File: src/rtl/chb_pwm_pkg.sv
package chb_pwm_pkg;

    // State of one half-bridge leg.
    typedef enum logic [1:0] {
        LEG_SAFE  = 2'd0,
        LEG_BLANK = 2'd1,
        LEG_UPPER = 2'd2,
        LEG_LOWER = 2'd3
    } leg_state_e;

    // State of the reference transfer sequencer.
    typedef enum logic {
        LOAD_IDLE  = 1'b0,
        LOAD_ARMED = 1'b1
    } load_state_e;

    // Gate slots within one module.
    localparam int SW_PER_MOD = 4;
    localparam int SW_A_HI    = 0;
    localparam int SW_A_LO    = 1;
    localparam int SW_B_HI    = 2;
    localparam int SW_B_LO    = 3;

endpackage

File: src/rtl/chb_carrier_gen.sv
module chb_carrier_gen
    import chb_pwm_pkg::*;
#(
    parameter int HALF  = 24,
    parameter int MODS  = 3,
    parameter int CAR_W = 8
) (
    input  logic                    clk,
    input  logic                    rst_n,
    output logic signed [CAR_W-1:0] car_o [MODS],
    output logic                    turn_o
);

    localparam int PERIOD = 2 * HALF;
    localparam int CW     = $clog2(PERIOD);
    localparam int SHIFT  = PERIOD / MODS;

    logic [CW-1:0] ph_q;

    // Master count: 0 .. PERIOD-1, then wrap.
    always_ff @(posedge clk or negedge rst_n) begin
        if (!rst_n)
            ph_q <= '0;
        else if (ph_q == CW'(PERIOD - 1))
            ph_q <= '0;
        else
            ph_q <= ph_q + 1'b1;
    end

    // Valley at count 0, peak at count HALF.
    assign turn_o = (ph_q == '0) || (ph_q == CW'(HALF));

    // One folded triangle per module, each offset by an equal share of the period.
    for (genvar j = 0; j < MODS; j++) begin : g_car
        always_comb begin : fold
            int t;
            int tv;
            t = int'(ph_q) + j * SHIFT;
            if (t >= PERIOD)
                t = t - PERIOD;
            tv = (t < HALF) ? t : (PERIOD - 1 - t);
            car_o[j] = CAR_W'(2 * tv - (HALF - 1));
        end
    end

    assert_count_wraps_R2: assert property (@(posedge clk) disable iff (!rst_n)
        (ph_q == CW'(PERIOD - 1)) |=> (ph_q == '0));

    assert_count_in_range_R2: assert property (@(posedge clk) disable iff (!rst_n)
        int'(ph_q) < PERIOD);

endmodule

File: src/rtl/chb_ref_bank.sv
module chb_ref_bank
    import chb_pwm_pkg::*;
#(
    parameter int PHASES = 3,
    parameter int REF_W  = 16,
    parameter int HALF   = 24,
    parameter int SEL_W  = 2
) (
    input  logic                    clk,
    input  logic                    rst_n,
    input  logic                    wr_i,
    input  logic [SEL_W-1:0]        sel_i,
    input  logic signed [REF_W-1:0] data_i,
    input  logic                    load_i,
    input  logic                    turn_i,
    output logic signed [REF_W-1:0] act_o [PHASES]
);

    logic signed [REF_W-1:0] shadow_q [PHASES];
    logic signed [REF_W-1:0] clip;
    load_state_e             st_q, st_d;
    logic                    xfer;

    // Clamp the incoming value to the carrier amplitude.
    always_comb begin
        if (int'(data_i) > HALF)
            clip = REF_W'(HALF);
        else if (int'(data_i) < -HALF)
            clip = REF_W'(-HALF);
        else
            clip = data_i;
    end

    // Transfer sequencer: state register.
    always_ff @(posedge clk or negedge rst_n) begin
        if (!rst_n)
            st_q <= LOAD_IDLE;
        else
            st_q <= st_d;
    end

    // Transfer sequencer: next state.
    always_comb begin
        st_d = st_q;
        unique case (st_q)
            LOAD_IDLE:  if (load_i) st_d = LOAD_ARMED;
            LOAD_ARMED: if (turn_i) st_d = load_i ? LOAD_ARMED : LOAD_IDLE;
            default:    st_d = LOAD_IDLE;
        endcase
    end

    // Transfer sequencer: output.
    always_comb begin
        unique case (st_q)
            LOAD_ARMED: xfer = turn_i;
            default:    xfer = 1'b0;
        endcase
    end

    for (genvar p = 0; p < PHASES; p++) begin : g_ph
        always_ff @(posedge clk or negedge rst_n) begin
            if (!rst_n)
                shadow_q[p] <= '0;
            else if (wr_i && (int'(sel_i) == p))
                shadow_q[p] <= clip;
        end

        always_ff @(posedge clk or negedge rst_n) begin
            if (!rst_n)
                act_o[p] <= '0;
            else if (xfer)
                act_o[p] <= shadow_q[p];
        end

        assert_active_moves_at_turn_R7: assert property (@(posedge clk) disable iff (!rst_n)
            !turn_i |=> $stable(act_o[p]));

        assert_shadow_clamped_R8: assert property (@(posedge clk) disable iff (!rst_n)
            (int'(shadow_q[p]) <= HALF) && (int'(shadow_q[p]) >= -HALF));
    end

endmodule

File: src/rtl/chb_leg_driver.sv
module chb_leg_driver
    import chb_pwm_pkg::*;
#(
    parameter int DT_W = 8
) (
    input  logic            clk,
    input  logic            rst_n,
    input  logic            run_i,
    input  logic            cmd_i,
    input  logic [DT_W-1:0] dead_i,
    output logic            g_hi_o,
    output logic            g_lo_o
);

    leg_state_e      st_q, st_d;
    logic [DT_W-1:0] cnt_q;

    // State register.
    always_ff @(posedge clk or negedge rst_n) begin
        if (!rst_n)
            st_q <= LEG_SAFE;
        else
            st_q <= st_d;
    end

    // Next state.
    always_comb begin
        st_d = st_q;
        if (!run_i) begin
            st_d = LEG_SAFE;
        end else begin
            unique case (st_q)
                LEG_SAFE:  st_d = LEG_BLANK;
                LEG_UPPER: if (!cmd_i) st_d = LEG_BLANK;
                LEG_LOWER: if (cmd_i)  st_d = LEG_BLANK;
                LEG_BLANK: if (cnt_q >= dead_i) st_d = cmd_i ? LEG_UPPER : LEG_LOWER;
                default:   st_d = LEG_SAFE;
            endcase
        end
    end

    // Blanking counter: held at 1 outside the blank state, so the blank lasts max(dead,1) clocks.
    always_ff @(posedge clk or negedge rst_n) begin
        if (!rst_n)
            cnt_q <= DT_W'(1);
        else if (st_q != LEG_BLANK)
            cnt_q <= DT_W'(1);
        else if (cnt_q < dead_i)
            cnt_q <= cnt_q + 1'b1;
    end

    // Outputs.
    always_comb begin
        g_hi_o = 1'b0;
        g_lo_o = 1'b0;
        unique case (st_q)
            LEG_UPPER: g_hi_o = 1'b1;
            LEG_LOWER: g_lo_o = 1'b1;
            default:   ;
        endcase
    end

    assert_upper_after_blank_R9: assert property (@(posedge clk) disable iff (!rst_n)
        $rose(g_hi_o) |-> $past(!g_hi_o && !g_lo_o));

    assert_lower_after_blank_R9: assert property (@(posedge clk) disable iff (!rst_n)
        $rose(g_lo_o) |-> $past(!g_hi_o && !g_lo_o));

    assert_stop_forces_off_R10: assert property (@(posedge clk) disable iff (!rst_n)
        !run_i |=> (!g_hi_o && !g_lo_o));

endmodule

File: src/rtl/chb_pspwm.sv
module chb_pspwm
    import chb_pwm_pkg::*;
#(
    parameter int PHASES      = 3,
    parameter int MODS        = 3,
    parameter int HALF_PERIOD = 24,
    parameter int REF_W       = 16,
    parameter int DT_W        = 8
) (
    input  logic                            clk,
    input  logic                            rst_n,
    input  logic                            enable,
    input  logic                            trip,
    input  logic                            ref_wr,
    input  logic [$clog2(PHASES)-1:0]       ref_sel,
    input  logic signed [REF_W-1:0]         ref_data,
    input  logic                            ref_load,
    input  logic [DT_W-1:0]                 dead_cycles,
    output logic [PHASES*MODS*SW_PER_MOD-1:0] gates
);

    localparam int SEL_W = $clog2(PHASES);
    localparam int CAR_W = $clog2(HALF_PERIOD) + 3;

    logic signed [CAR_W-1:0] car [MODS];
    logic signed [REF_W-1:0] act_ref [PHASES];
    logic                    turn;
    logic                    run;

    assign run = enable && !trip;

    chb_carrier_gen #(
        .HALF  (HALF_PERIOD),
        .MODS  (MODS),
        .CAR_W (CAR_W)
    ) u_carrier (
        .clk    (clk),
        .rst_n  (rst_n),
        .car_o  (car),
        .turn_o (turn)
    );

    chb_ref_bank #(
        .PHASES (PHASES),
        .REF_W  (REF_W),
        .HALF   (HALF_PERIOD),
        .SEL_W  (SEL_W)
    ) u_refs (
        .clk    (clk),
        .rst_n  (rst_n),
        .wr_i   (ref_wr),
        .sel_i  (ref_sel),
        .data_i (ref_data),
        .load_i (ref_load),
        .turn_i (turn),
        .act_o  (act_ref)
    );

    for (genvar p = 0; p < PHASES; p++) begin : g_phase
        for (genvar m = 0; m < MODS; m++) begin : g_mod
            localparam int BASE = (p * MODS + m) * SW_PER_MOD;
            logic cmd_a, cmd_b;

            // Unipolar comparison: leg A against +ref, leg B against -ref, one shared carrier.
            assign cmd_a = int'(act_ref[p]) > int'(car[m]);
            assign cmd_b = -int'(act_ref[p]) > int'(car[m]);

            chb_leg_driver #(.DT_W(DT_W)) u_leg_a (
                .clk    (clk),
                .rst_n  (rst_n),
                .run_i  (run),
                .cmd_i  (cmd_a),
                .dead_i (dead_cycles),
                .g_hi_o (gates[BASE + SW_A_HI]),
                .g_lo_o (gates[BASE + SW_A_LO])
            );

            chb_leg_driver #(.DT_W(DT_W)) u_leg_b (
                .clk    (clk),
                .rst_n  (rst_n),
                .run_i  (run),
                .cmd_i  (cmd_b),
                .dead_i (dead_cycles),
                .g_hi_o (gates[BASE + SW_B_HI]),
                .g_lo_o (gates[BASE + SW_B_LO])
            );
        end
    end

    assert_trip_clears_gates_R10: assert property (@(posedge clk) disable iff (!rst_n)
        trip |=> (gates == '0));

    assert_disable_clears_gates_R1: assert property (@(posedge clk) disable iff (!rst_n)
        !enable |=> (gates == '0));

endmodule

File: config.mk
export PLATFORM = sky130hd
export DESIGN_NAME = chb_pspwm
export DESIGN_NICKNAME = d
export VERILOG_FILES = /design/src/rtl/chb_pwm_pkg.sv /design/src/rtl/chb_carrier_gen.sv /design/src/rtl/chb_ref_bank.sv /design/src/rtl/chb_leg_driver.sv /design/src/rtl/chb_pspwm.sv
export SDC_FILE = /design/constraint.sdc
export NUM_CORES = 1
export LEC_CHECK = 0
export CELL_PAD_IN_SITES_DETAIL_PLACEMENT = 2
export CELL_PAD_IN_SITES_GLOBAL_PLACEMENT = 2
export CORE_MARGIN = 5
export CORE_UTILIZATION = 45
export CTS_BUF_LIST = sky130_fd_sc_hd__clkbuf_4 sky130_fd_sc_hd__clkbuf_8
export DETAILED_ROUTE_END_ITERATION = 8
export GPL_TIMING_DRIVEN = 0
export PLACE_DENSITY_LB_ADDON = 0.05
export SYNTH_ARGS = -nofsm -noshare
export SYNTH_HDL_FRONTEND = slang
export SYNTH_SLANG_ARGS = --single-unit
File: constraint.sdc
create_clock -name clk -period 20.3 [get_ports clk]
set_input_delay 3.045 -clock clk [delete_from_list [all_inputs] [get_ports clk]]
set_output_delay 3.045 -clock clk [all_outputs]
set_load 0.03 [all_outputs]
==> summary.md, run 1 <==
| Metric | Value |
|---|---|
| CP startpoint kind | `input pin` |
| # IOs | `68` |
| Distinct cells, synth | `100` |
| Setup ws final | `roughly 14 ns` |
| Wire per inst | `between 20 and 25 um` |
| Dpl cells | `3,542` |
| Placed wire-length estimate | `~65,000 um` |
| CTS buffer count | `54` |
| Dpl ws | `~13 ns` |
| Final Critical Period | `~6.7 ns` |
| Max Cap Viol | `2` |
| Kind of critical path | `in2reg` |
| EDFF count, synth | `0` |
| Non-filler cells, final | `3,642` |
| CTS tree | `yes` |
| Initial Util | `between 40 and 50%` |
| Hold path cells | `1` |
| Fin. Hold Viols | `0` |
| Slew Limit Fails | `1` |
| Maximum vdd drop | `0.0585 mV` |
| Slowest CP cell | `a211oi_1` |
| Synth Flop Type | `dfrtp_1` |
| Pin count of the biggest net entering global routing | `~110` |
| Post-CTS setup buffer count | `0` |
| R2R Setup Slk | `13.92 ns` |
| Critical Path End Type | `register` |
| Final GP Congestion | `0.877` |
| Post-route design area | `27,600 sq um` |
| Total Neg Setup Slack | `0 ns` |
| R2r endpoint | `g_phase[2].g_mod[1].u_leg_b.st_q[1]$_DFFE_PN0P_` |
| Failing checks | `capacitance limit, slew limit` |
| Cell Area, Placed | `roughly 26,000 sq um` |
| Total Power | `1.82 mW` |
| Max frequency | `~0.15 GHz` |
| CTS Sinks | `~280` |
| Clk_skew | `around 0.035 ns` |
| Worst Reg-to-Reg Cells | `21` |
| Chip Height | `244 um` |
| Status | `complete, but fails checks` |
| Register area share after synthesis | `between 20% and 30%` |
| Hold slack | `around 0.48 ns` |
| Clk_lat worst skew | `about 0.67 ns` |
| Worst-path clk slew | `approximately 0.060 ns` |
| #FFs+latches synth | `about 280` |
| Hold endpoint | `u_refs.st_q$_DFF_PN0_` |
| Total GRT Usage | `a little under 30%` |
| Vias in the first global route | `roughly 25,000` |
| FP Rows | `86` |
| # resized after CTS | `0` |
| DRC Markers | `0` |
| Die Area | `59,800 sq um` |
| Fill count | `between 5,000 and 6,000` |
| Maximum buffer depth of the clock tree | `3` |
| Clock Tree Root | `clkbuf_8` |
| Layout cells sized above 1 | `under 10%` |
| Req. time, crit path | `between 20 and 25 ns` |
| Max_slew headroom | `-0.677%` |
| Core box area | `about 55,000 sq um` |
| Leakage | `about 13 nW` |
| Syn Inst Count | `between 2,000 and 3,000` |
| R2r startpoint | `u_carrier.ph_q[4]$_DFF_PN0_` |
| Buffers on Ports | `67` |
| Finished Core Util | `between 50% and 60%` |
| Initial antenna violation count | `1` |
| Drt initial violations | `~860` |
| Syn nets | `around 3,200` |
| Drt first pass iters | `7` |
| Worst-margin pin slew | `1.50 ns` |
| Critical Path Fanout Max | `18` |
| Drt total wl | `roughly 90,000 um` |
| WP data arrival | `~7.3 ns` |
| Syn_area_per_cell | `around 9 sq um` |
| Global route total overflow | `0` |
| Hold path start | `u_refs.st_q$_DFF_PN0_` |
| Ys async rst share | `100%` |
| Vias/cell | `between 6 and 7` |
| Area grow syn2layout | `11.7%` |
| CP dominant cell by count | `a21oi_1` |
| First-pass GRT wire length | `between 100,000 and 150,000 um` |
| PwrDens | `between 60 and 70 nW/um^2` |
| Vias | `22,200` |
| Post-DRT Antenna Nets | `0` |
| Cell area after synthesis | `24,700 sq um` |
| Synthesis Warnings | `0` |
| Hold Buf Count CTS | `0` |
| Die width | `around 240 um` |
| Nets | `between 3,000 and 4,000` |
| Worst path max stage delay | `0.88 ns` |
| Critical path, cell by cell | `clkdlybuf4s50_1 > inv_1 > ha_1 > nor2b_1 > o21ai_0 > nand2b_1 > a21oi_1 > nor2_1 > a211oi_1 > nand4_1 > or3_1 > a21oi_1` |
| Setup-failing EPs final | `0` |
| Hold crit path type | `reg2reg` |
| H-tree lvl count | `2` |
| Final worst-path cycle share | `approximately a third` |
| RSZ-0062 raised after global routing | `false` |
## cell usage in the layout (no fill, tap or decap), drive strengths merged, types with 18 or more instances in the layout
cell type      instances
nand2                181
clkdlybuf4s50         66
nand4                118
a21o                 129
xor2                  94
nor4                  32
buf                   69
nand2b                58
a31oi                 41
mux2i                 26
inv                   77
and2                  35
xnor2                 80
nor2b                 68
dfstp                 18
and3                  33
o21ai                169
mux2                  57
dfrtp                265
clkbuf               148
or3                   31
a211oi                25
a21oi                155
nand3                 73
nor3                  44
nor2                 257
ha                   391
## cells in the mapped netlist, types with 73 or more instances
cell / n / share of area, %
dfrtp_1: 265 / 27
nand3_1: 73 / 1.5
xnor2_1: 78 / 2.8
o21ai_0: 164 / 3.3
nor2_1: 254 / 3.9
inv_1: 73 / 1.1
xor2_1: 93 / 3.3
nand4_1: 118 / 3.0
a21o_1: 129 / 3.9
ha_1: 391 / 20
nand2_1: 181 / 2.7
a21oi_1: 155 / 3.1
## metal layers
layer / vias to the layer above / global-route usage, % / routed length (um)
met2: 355 / 54.7 / 46200
met4: 0 / 10.2 / 3090
met3: 182 / 3.37 / 2470
met5: - / 0 / 0
li1: 10300 / - / -
met1: 11400 / 35.4 / 37900
## critical path: cells and delay by family
kind	cells	cell delay [ns]
simple gates	5	1.17
buf+inv	2	1.26
fa+ha+maj	1	0.41
compound gates	4	1.41
## area by class of cell
| type | instances | area (sq um) | share of cell area, % |
|---|---|---|---|
| Inverter | 77 | 292 | 1.05 |
| Clock inverter | 14 | 115 | 0.416 |
| Clock buffer | 85 | 1090 | 3.94 |
| Antenna cell | 1 | 2.50 | 0.00905 |
| Multi-Input combinational cell | 2280 | 16700 | 60.4 |
| Buffer | 126 | 672 | 2.43 |
| Tap cell | 704 | 881 | 3.19 |
| Timing Repair Buffer | 72 | 791 | 2.86 |
| Sequential cell | 283 | 7100 | 25.7 |
## sequential cells by signal (all words and copies together) (netlist names)
| signal | flops |
|---|---|
| g_phase.g_mod.u_leg_a.cnt_q | 72 |
| g_phase.g_mod.u_leg_a.st_q | 18 |
| g_phase.g_mod.u_leg_b.cnt_q | 72 |
| g_phase.g_mod.u_leg_b.st_q | 18 |
| u_carrier.ph_q | 6 |
| u_refs.act_o | 48 |
| u_refs.shadow_q | 48 |
| u_refs.st_q | 1 |
## logic make-up (layout without fill, tap and decap cells)
group	count (synthesis)	in the layout	share of synthesized area (%)
muxes	83	83	3.70
other	0	1	0
adders and majority gates	406	406	20.8
xor gates and xnor gates	174	174	6.34
and+or+nand+nor	987	987	20.5
AOI/OAI and AO/OA	630	630	16.1
buffers and inverters	203	374	3.89
DFF	283	283	28.7
## worst max path at each step
stage                                            from                                          endpoint  slack [ns]  cells past startpoint
final                                  dead_cycles[1]  g_phase[0].g_mod[1].u_leg_b.cnt_q[5]$_DFFE_PN0P_       13.57                     12
after global routing                   dead_cycles[1]  g_phase[0].g_mod[1].u_leg_b.cnt_q[5]$_DFFE_PN0P_       13.42                     12
after CTS                              dead_cycles[1]  g_phase[0].g_mod[1].u_leg_b.cnt_q[5]$_DFFE_PN0P_       13.63                     12
after detailed placement               dead_cycles[1]  g_phase[0].g_mod[1].u_leg_b.cnt_q[7]$_DFFE_PN0P_       13.02                     12
after global placement                          rst_n                      u_refs.act_o[46]$_DFFE_PN0P_        3.37                      1
after floorplan           u_carrier.ph_q[0]$_DFF_PN0_   g_phase[2].g_mod[0].u_leg_b.st_q[1]$_DFFE_PN0P_       11.45                     22
## power by group
group / internal, mW / switching (mW) / leakage [nW] / total (mW)
Sequential: 0.603 / 0.0526 / 3.74 / 0.656
Clock: 0.355 / 0.280 / 0.639 / 0.635
Combinational: 0.197 / 0.331 / 8.97 / 0.528
(Power assumes the default switching activity.)
==> run 2, diff against run 1 <==
--- a/config.mk
+++ b/config.mk
@@ -8,7 +8,7 @@
 export CELL_PAD_IN_SITES_DETAIL_PLACEMENT = 2
 export CELL_PAD_IN_SITES_GLOBAL_PLACEMENT = 2
 export CORE_MARGIN = 5
-export CORE_UTILIZATION = 45
+export CORE_UTILIZATION = 37
 export CTS_BUF_LIST = sky130_fd_sc_hd__clkbuf_4 sky130_fd_sc_hd__clkbuf_8
 export DETAILED_ROUTE_END_ITERATION = 8
 export GPL_TIMING_DRIVEN = 0
==> constraint.sdc (replaced) <==
create_clock -name clk -period 6.1 [get_ports clk]
set_input_delay 0.915 -clock clk [delete_from_list [all_inputs] [get_ports clk]]
set_output_delay 0.915 -clock clk [all_outputs]
set_load 0.03 [all_outputs]
==> summary.md, run 2 (synthesized netlist as in run 1, its figures left out) <==
| Metric | Value |
|---|---|
| Vias | `about 22,000` |
| Clk_skew | `approximately 0.065 ns` |
| Buffers on Ports | `67` |
| Drt initial violations | `~800` |
| Hold crit path type | `in2async` |
| CTS tree | `yes` |
| P_sw | `between 2 and 2.5 mW` |
| Clock Tree Root | `clkbuf_8` |
| Die Area | `a little over 70,000 sq um` |
| Final worst-path cycle share | `95.2%` |
| Leakage | `about 13 nW` |
| Vias/cell | `5.70` |
| Worst-margin pin slew | `roughly 1.4 ns` |
| Wire per inst | `about 22 um` |
| Slowest CP cell | `xnor2_1` |
| Post-route design area | `about 28,000 sq um` |
| Largest regs | `g_phase.g_mod.u_leg_a.cnt_q: 72 flops, g_phase.g_mod.u_leg_b.cnt_q: 72 flops` |
| Initial antenna violation count | `1` |
| Setup ws final | `approximately 0.3 ns` |
| Initial Util | `a little under two fifths` |
| Total GRT Usage | `between 20% and 30%` |
| Chip Height | `between 200 and 300 um` |
| Critical Path End Type | `register` |
| Final Critical Period | `roughly 5.8 ns` |
| WP data arrival | `roughly 6.4 ns` |
| Most frequent cells in the layout | `ha_1, dfrtp_1, nor2_1, nand2_1, o21ai_0` |
| Die width | `between 200 and 300 um` |
| Maximum buffer depth of the clock tree | `3` |
| Cell Area, Placed | `between 20,000 and 30,000 sq um` |
| Maximum vdd drop | `0.166 mV` |
| Fill count | `approximately 7,300` |
| DRC Markers | `0` |
| Max frequency | `between 0.15 and 0.2 GHz` |
| CTS buffer count | `57` |
| Clk_lat worst skew | `approximately 0.7 ns` |
| Worst-path clk slew | `about 0.060 ns` |
| Area grow syn2layout | `13.0%` |
| Slew Limit Fails | `0` |
| Drt first pass iters | `5` |
| Post-DRT Antenna Nets | `0` |
| Sequential power share | `36.2%` |
| CP startpoint kind | `register` |
| Pin count of the biggest net entering global routing | `between 100 and 150` |
| Placed wire-length estimate | `65,200 um` |
| Req. time, crit path | `between 6 and 7 ns` |
| Kind of critical path | `reg2reg` |
| Layout cells sized above 1 | `under 10%` |
| Dpl ws | `-0.158 ns` |
| FP Rows | `94` |
| Fin. Hold Viols | `0` |
| Critical Path Fanout Max | `9` |
| Clock power frac | `about a third` |
| Critical path, cell by cell | `inv_1 > ha_1 > inv_1 > ha_1 > nor2b_1 > nor3_2 > o22ai_1 > or2_2 > clkbuf_2 > xnor2_1 > inv_2 > ha_1 > a21o_1 > nor2_1 > a31oi_1 > maj3_2 > o2111a_1 > a211oi_2 > nor2_1 > nor3_1 > mux2_1` |
| CTS Sinks | `about 280` |
| Vias in the first global route | `24,200` |
| Total Power | `approximately 6.0 mW` |
| Final GP Congestion | `around 0.86` |
| Drt total wl | `roughly 85,000 um` |
| CP Launch Point | `u_carrier.ph_q[4]$_DFF_PN0_` |
| Global route total overflow | `0` |
| Setup-failing EPs final | `0` |
| Comb pwr share | `28.7%` |
| # IOs | `68` |
| Status | `complete, no violations` |
| Max_slew headroom | `8.40%` |
| Core box area | `66,100 sq um` |
| Max Cap Viol | `0` |
| H-tree lvl count | `2` |
| PwrDens | `approximately 210 nW/um^2` |
| Nets | `between 3,000 and 4,000` |
| Leading cell type in the layout, fill and taps excluded | `ha_1` |
| Hold Buf Count CTS | `0` |
| Sw Ratio | `a little over a third` |
| Int Pwr | `approximately 3.9 mW` |
| Worst path max stage delay | `0.67 ns` |
| RSZ-0062 raised after global routing | `false` |
| R2r startpoint | `u_carrier.ph_q[4]$_DFF_PN0_` |
| CP dominant cell by count | `ha_1` |
| First-pass GRT wire length | `approximately 140,000 um` |
[run 2: cell types whose count changed in the layout (fill, tap and decap cells not counted), moves of 2 or more]
cell and change:
clkbuf_4 +15, buf_4 +9, clkinv_2 -8, clkbuf_8 -5, o21ai_0 -2, o21ai_1 +2
[run 2: path summary, 6_finish.rpt]
path                                                                    end  slack (ns)  depth (start not counted)
setup / recovery            g_phase[1].g_mod[1].u_leg_b.st_q[1]$_DFFE_PN0P_        0.29                         21
hold / removal             g_phase[0].g_mod[2].u_leg_a.cnt_q[5]$_DFFE_PN0P_        0.22                          1
setup reg to reg            g_phase[1].g_mod[1].u_leg_b.st_q[1]$_DFFE_PN0P_        0.29                         21
hold reg to reg                             u_refs.shadow_q[43]$_DFFE_PN0P_        0.48                          2
max in group asynchronous                    u_refs.shadow_q[3]$_DFFE_PN0P_        4.75                          2
min in group clk                            u_refs.shadow_q[43]$_DFFE_PN0P_        0.48                          2
[run 2: cell type report]
type                    count  area (sq um)  area share, %
diodes                      1          2.50        0.00895
plain buffers             126           676           2.42
clock buffers              94          1120           4.02
clock inverters             5          70.1          0.251
inverters                  77           292           1.04
multi-input cells        2280         16700           59.9
flip-flops and latches    283          7100           25.4
well taps                 864          1080           3.87
repair buffers             82           873           3.12
[run 2: power by group through the flow]
stage	clock network, mW	logic, mW	registers [mW]
2_1_floorplan	0	1.16	2.14
5_1_grt	2.28	1.94	2.20
4_1_cts	2.19	1.73	2.18
3_5_place_dp	0	1.72	2.21
3_3_place_gp	0	1.60	2.20
6_report	2.11	1.73	2.18
[run 2: stage by stage]
step                      util, %   TNS, ns  hold slack [ns]  cells
final                        42.3         0            0.218   3812
after global routing         42.3         0            0.234   3812
after CTS                    42.1         0            0.196   3802
after detailed placement     40.3    -0.158            0.468   3703
after global placement       40.1  -2467.71            0.462   3697
after floorplan                 -         0            0.446   2766
[run 2: per-layer routing]
layer  track usage [%]  vias up  share of wire [%]
met5                 0        -                  0
met1              30.0    11000                 45
met4              6.17        0                2.7
li1                  -    10300                  -
met3              2.51      131                2.3
met2              42.3      234                 50
[run 2: repair_timing]
item,CTS,global route
setup buffers,0,8
setup endpoints to repair,1,10
resized for setup,1,9
pin swaps,0,2
[run 2: critical path, delay by kind of cell, from the launching register on]
family / cells / cell delay (ns)
AO/OA/AOI/OAI: 5 / 0.84
XOR/XNOR: 1 / 0.67
adder cells (fa/ha/maj): 4 / 1.36
buffers and inverters: 4 / 0.81
flip-flops: 1 / 0.48
multiplexers: 1 / 0.34
AND/OR/NAND/NOR: 6 / 1.22
==> run 3, diff against run 2 <==
--- a/config.mk
+++ b/config.mk
@@ -16,3 +16,4 @@
 export SYNTH_ARGS = -nofsm -noshare
 export SYNTH_HDL_FRONTEND = slang
 export SYNTH_SLANG_ARGS = --single-unit
+export TNS_END_PERCENT = 5
==> summary.md, run 3 (synthesized netlist as in run 1, its figures left out) <==
| Metric | Value |
|---|---|
| CP Launch Point | `u_carrier.ph_q[3]$_DFF_PN0_` |
| Drt total wl | `about 85,000 um` |
| Post-DRT Antenna Nets | `0` |
| Max_slew headroom | `about 8%` |
| Slew Limit Fails | `0` |
| Worst-path clk slew | `0.06 ns` |
| Buffers on Ports | `67` |
| Setup ws final | `0.283 ns` |
| H-tree lvl count | `2` |
| PwrDens | `approximately 220 nW/um^2` |
| Largest regs | `g_phase.g_mod.u_leg_a.cnt_q: 72 flops, g_phase.g_mod.u_leg_b.cnt_q: 72 flops` |
| Total Neg Setup Slack | `0 ns` |
| Total GRT Usage | `23.4%` |
| R2r startpoint | `u_carrier.ph_q[3]$_DFF_PN0_` |
| Most frequent cells in the layout | `ha_1, dfrtp_1, nor2_1, nand2_1, o21ai_0` |
| Max frequency | `0.172 GHz` |
| Slowest CP cell | `xor2_4` |
| WP buf/inv | `3` |
| Clock Tree Root | `clkbuf_8` |
| Core box area | `roughly 66,000 sq um` |
| Post-route design area | `~28,000 sq um` |
| Leading cell type in the layout, fill and taps excluded | `ha_1` |
| Pin count of the biggest net entering global routing | `111` |
| Leakage | `about 13 nW` |
| Setup-failing EPs final | `0` |
| # IOs | `~70` |
| Maximum vdd drop | `0.164 mV` |
| Max Cap Viol | `0` |
| Vias/cell | `5.71` |
| Placed wire-length estimate | `around 65,000 um` |
| Final GP Congestion | `approximately 0.86` |
| CTS Sinks | `approximately 280` |
| Status | `complete, no violations` |
| Fin. Hold Viols | `0` |
| Hold slack | `0.219 ns` |
| Req. time, crit path | `~6.7 ns` |
| CTS buffer count | `57` |
| Critical Path End Type | `register` |
| Initial Util | `37.4%` |
| Layout cells sized above 1 | `under 10%` |
| First-pass GRT wire length | `~140,000 um` |
| WP data arrival | `between 6 and 7 ns` |
| Cell Area, Placed | `roughly 27,000 sq um` |
| Maximum buffer depth of the clock tree | `3` |
| Die width | `269 um` |
| Kind of critical path | `reg2reg` |
| Clk_lat worst skew | `roughly 0.70 ns` |
| Drt first pass iters | `5` |
| RSZ-0062 raised after global routing | `true` |
| CTS tree | `yes` |
| FP Rows | `94` |
| Clk_skew | `0.0640 ns` |
| Dpl ws | `-0.158 ns` |
| Final Critical Period | `approximately 5.8 ns` |
| Family with the most delay on the worst path | `compound AO/OA/AOI/OAI gates` |
| Chip Height | `around 270 um` |
| Nets | `around 3,300` |
| Worst path max stage delay | `between 0.4 and 0.5 ns` |
| Critical Path Fanout Max | `32` |
| Critical path, cell by cell | `buf_2 > nor2_2 > nand3_1 > nand2_1 > o21ai_1 > ha_1 > a31oi_1 > nor2_1 > xor2_4 > buf_12 > buf_12 > ha_1 > a21o_1 > a21o_1 > a21oi_1 > o21ai_0 > a221o_1 > a21oi_1 > nor3_1 > a211oi_1 > xnor2_1 > nor3b_1 > mux2i_1` |
| Vias | `approximately 22,000` |
| Vias in the first global route | `around 24,000` |
| Hold crit path type | `in2async` |
| Worst-margin pin slew | `1.38 ns` |
| Final worst-path cycle share | `95.4%` |
| Initial antenna violation count | `1` |
| Drt initial violations | `863` |
| DRC Markers | `0` |
| Global route total overflow | `0` |
| Area grow syn2layout | `12.9%` |
| Die Area | `~72,000 sq um` |
| CP startpoint kind | `register` |
| Wire per inst | `~22 um` |
## run 3: worst paths after layout
check                      slack [ns]                                          endpoint  cells past startpoint
max in group asynchronous        4.75                    u_refs.shadow_q[3]$_DFFE_PN0P_                      2
max reg2reg                      0.28   g_phase[1].g_mod[0].u_leg_b.st_q[1]$_DFFE_PN0P_                     23
min                              0.22  g_phase[0].g_mod[2].u_leg_a.cnt_q[5]$_DFFE_PN0P_                      1
min reg2reg                      0.49                   u_refs.shadow_q[43]$_DFFE_PN0P_                      2
min in group clk                 0.49                   u_refs.shadow_q[43]$_DFFE_PN0P_                      2
max                              0.28   g_phase[1].g_mod[0].u_leg_b.st_q[1]$_DFFE_PN0P_                     23
## run 3: layer usage
layer / GRT usage [%] / wire [um] / up-vias / part of all wire (%)
met5: 0 / 0 / - / 0
met4: 6.17 / 2250 / 0 / 2.6
met3: 2.51 / 1980 / 127 / 2.3
met2: 42.3 / 42600 / 248 / 50
met1: 30.0 / 38600 / 11000 / 45
li1: - / - / 10300 / -
## run 3: stage by stage
stage / util, % / power (mW) / std cells
6_report: 42.2 / 6.01 / 3807
5_1_grt: 42.2 / 6.41 / 3807
4_1_cts: 42.1 / 6.10 / 3802
3_5_place_dp: 40.3 / 3.93 / 3703
3_3_place_gp: 40.1 / 3.80 / 3697
2_1_floorplan: - / 3.29 / 2766
## run 3: layout make-up
type	count	area (sq um)
diodes	1	2.50
plain buffers	126	676
clock buffers	94	1120
clock inverters	5	70.1
fillers	7312	38200
inverters	77	292
multi-input cells	2280	16700
flip-flops and latches	283	7100
well taps	864	1080
repair buffers	77	836
## run 3: power breakdown
group,leakage [nW],switching (mW),total [mW],internal [mW]
registers,3.74,0.169,2.18,2.01
logic,9.01,1.07,1.72,0.651
clock network,0.637,0.912,2.11,1.20
## run 3: timing repair
item / in CTS / in global routing
gates resized for setup: 1 / 9
pin swaps: 0 / 2
endpoints found under the setup margin: 1 / 10
setup buffers: 0 / 3
hold buffers: 0 / 0
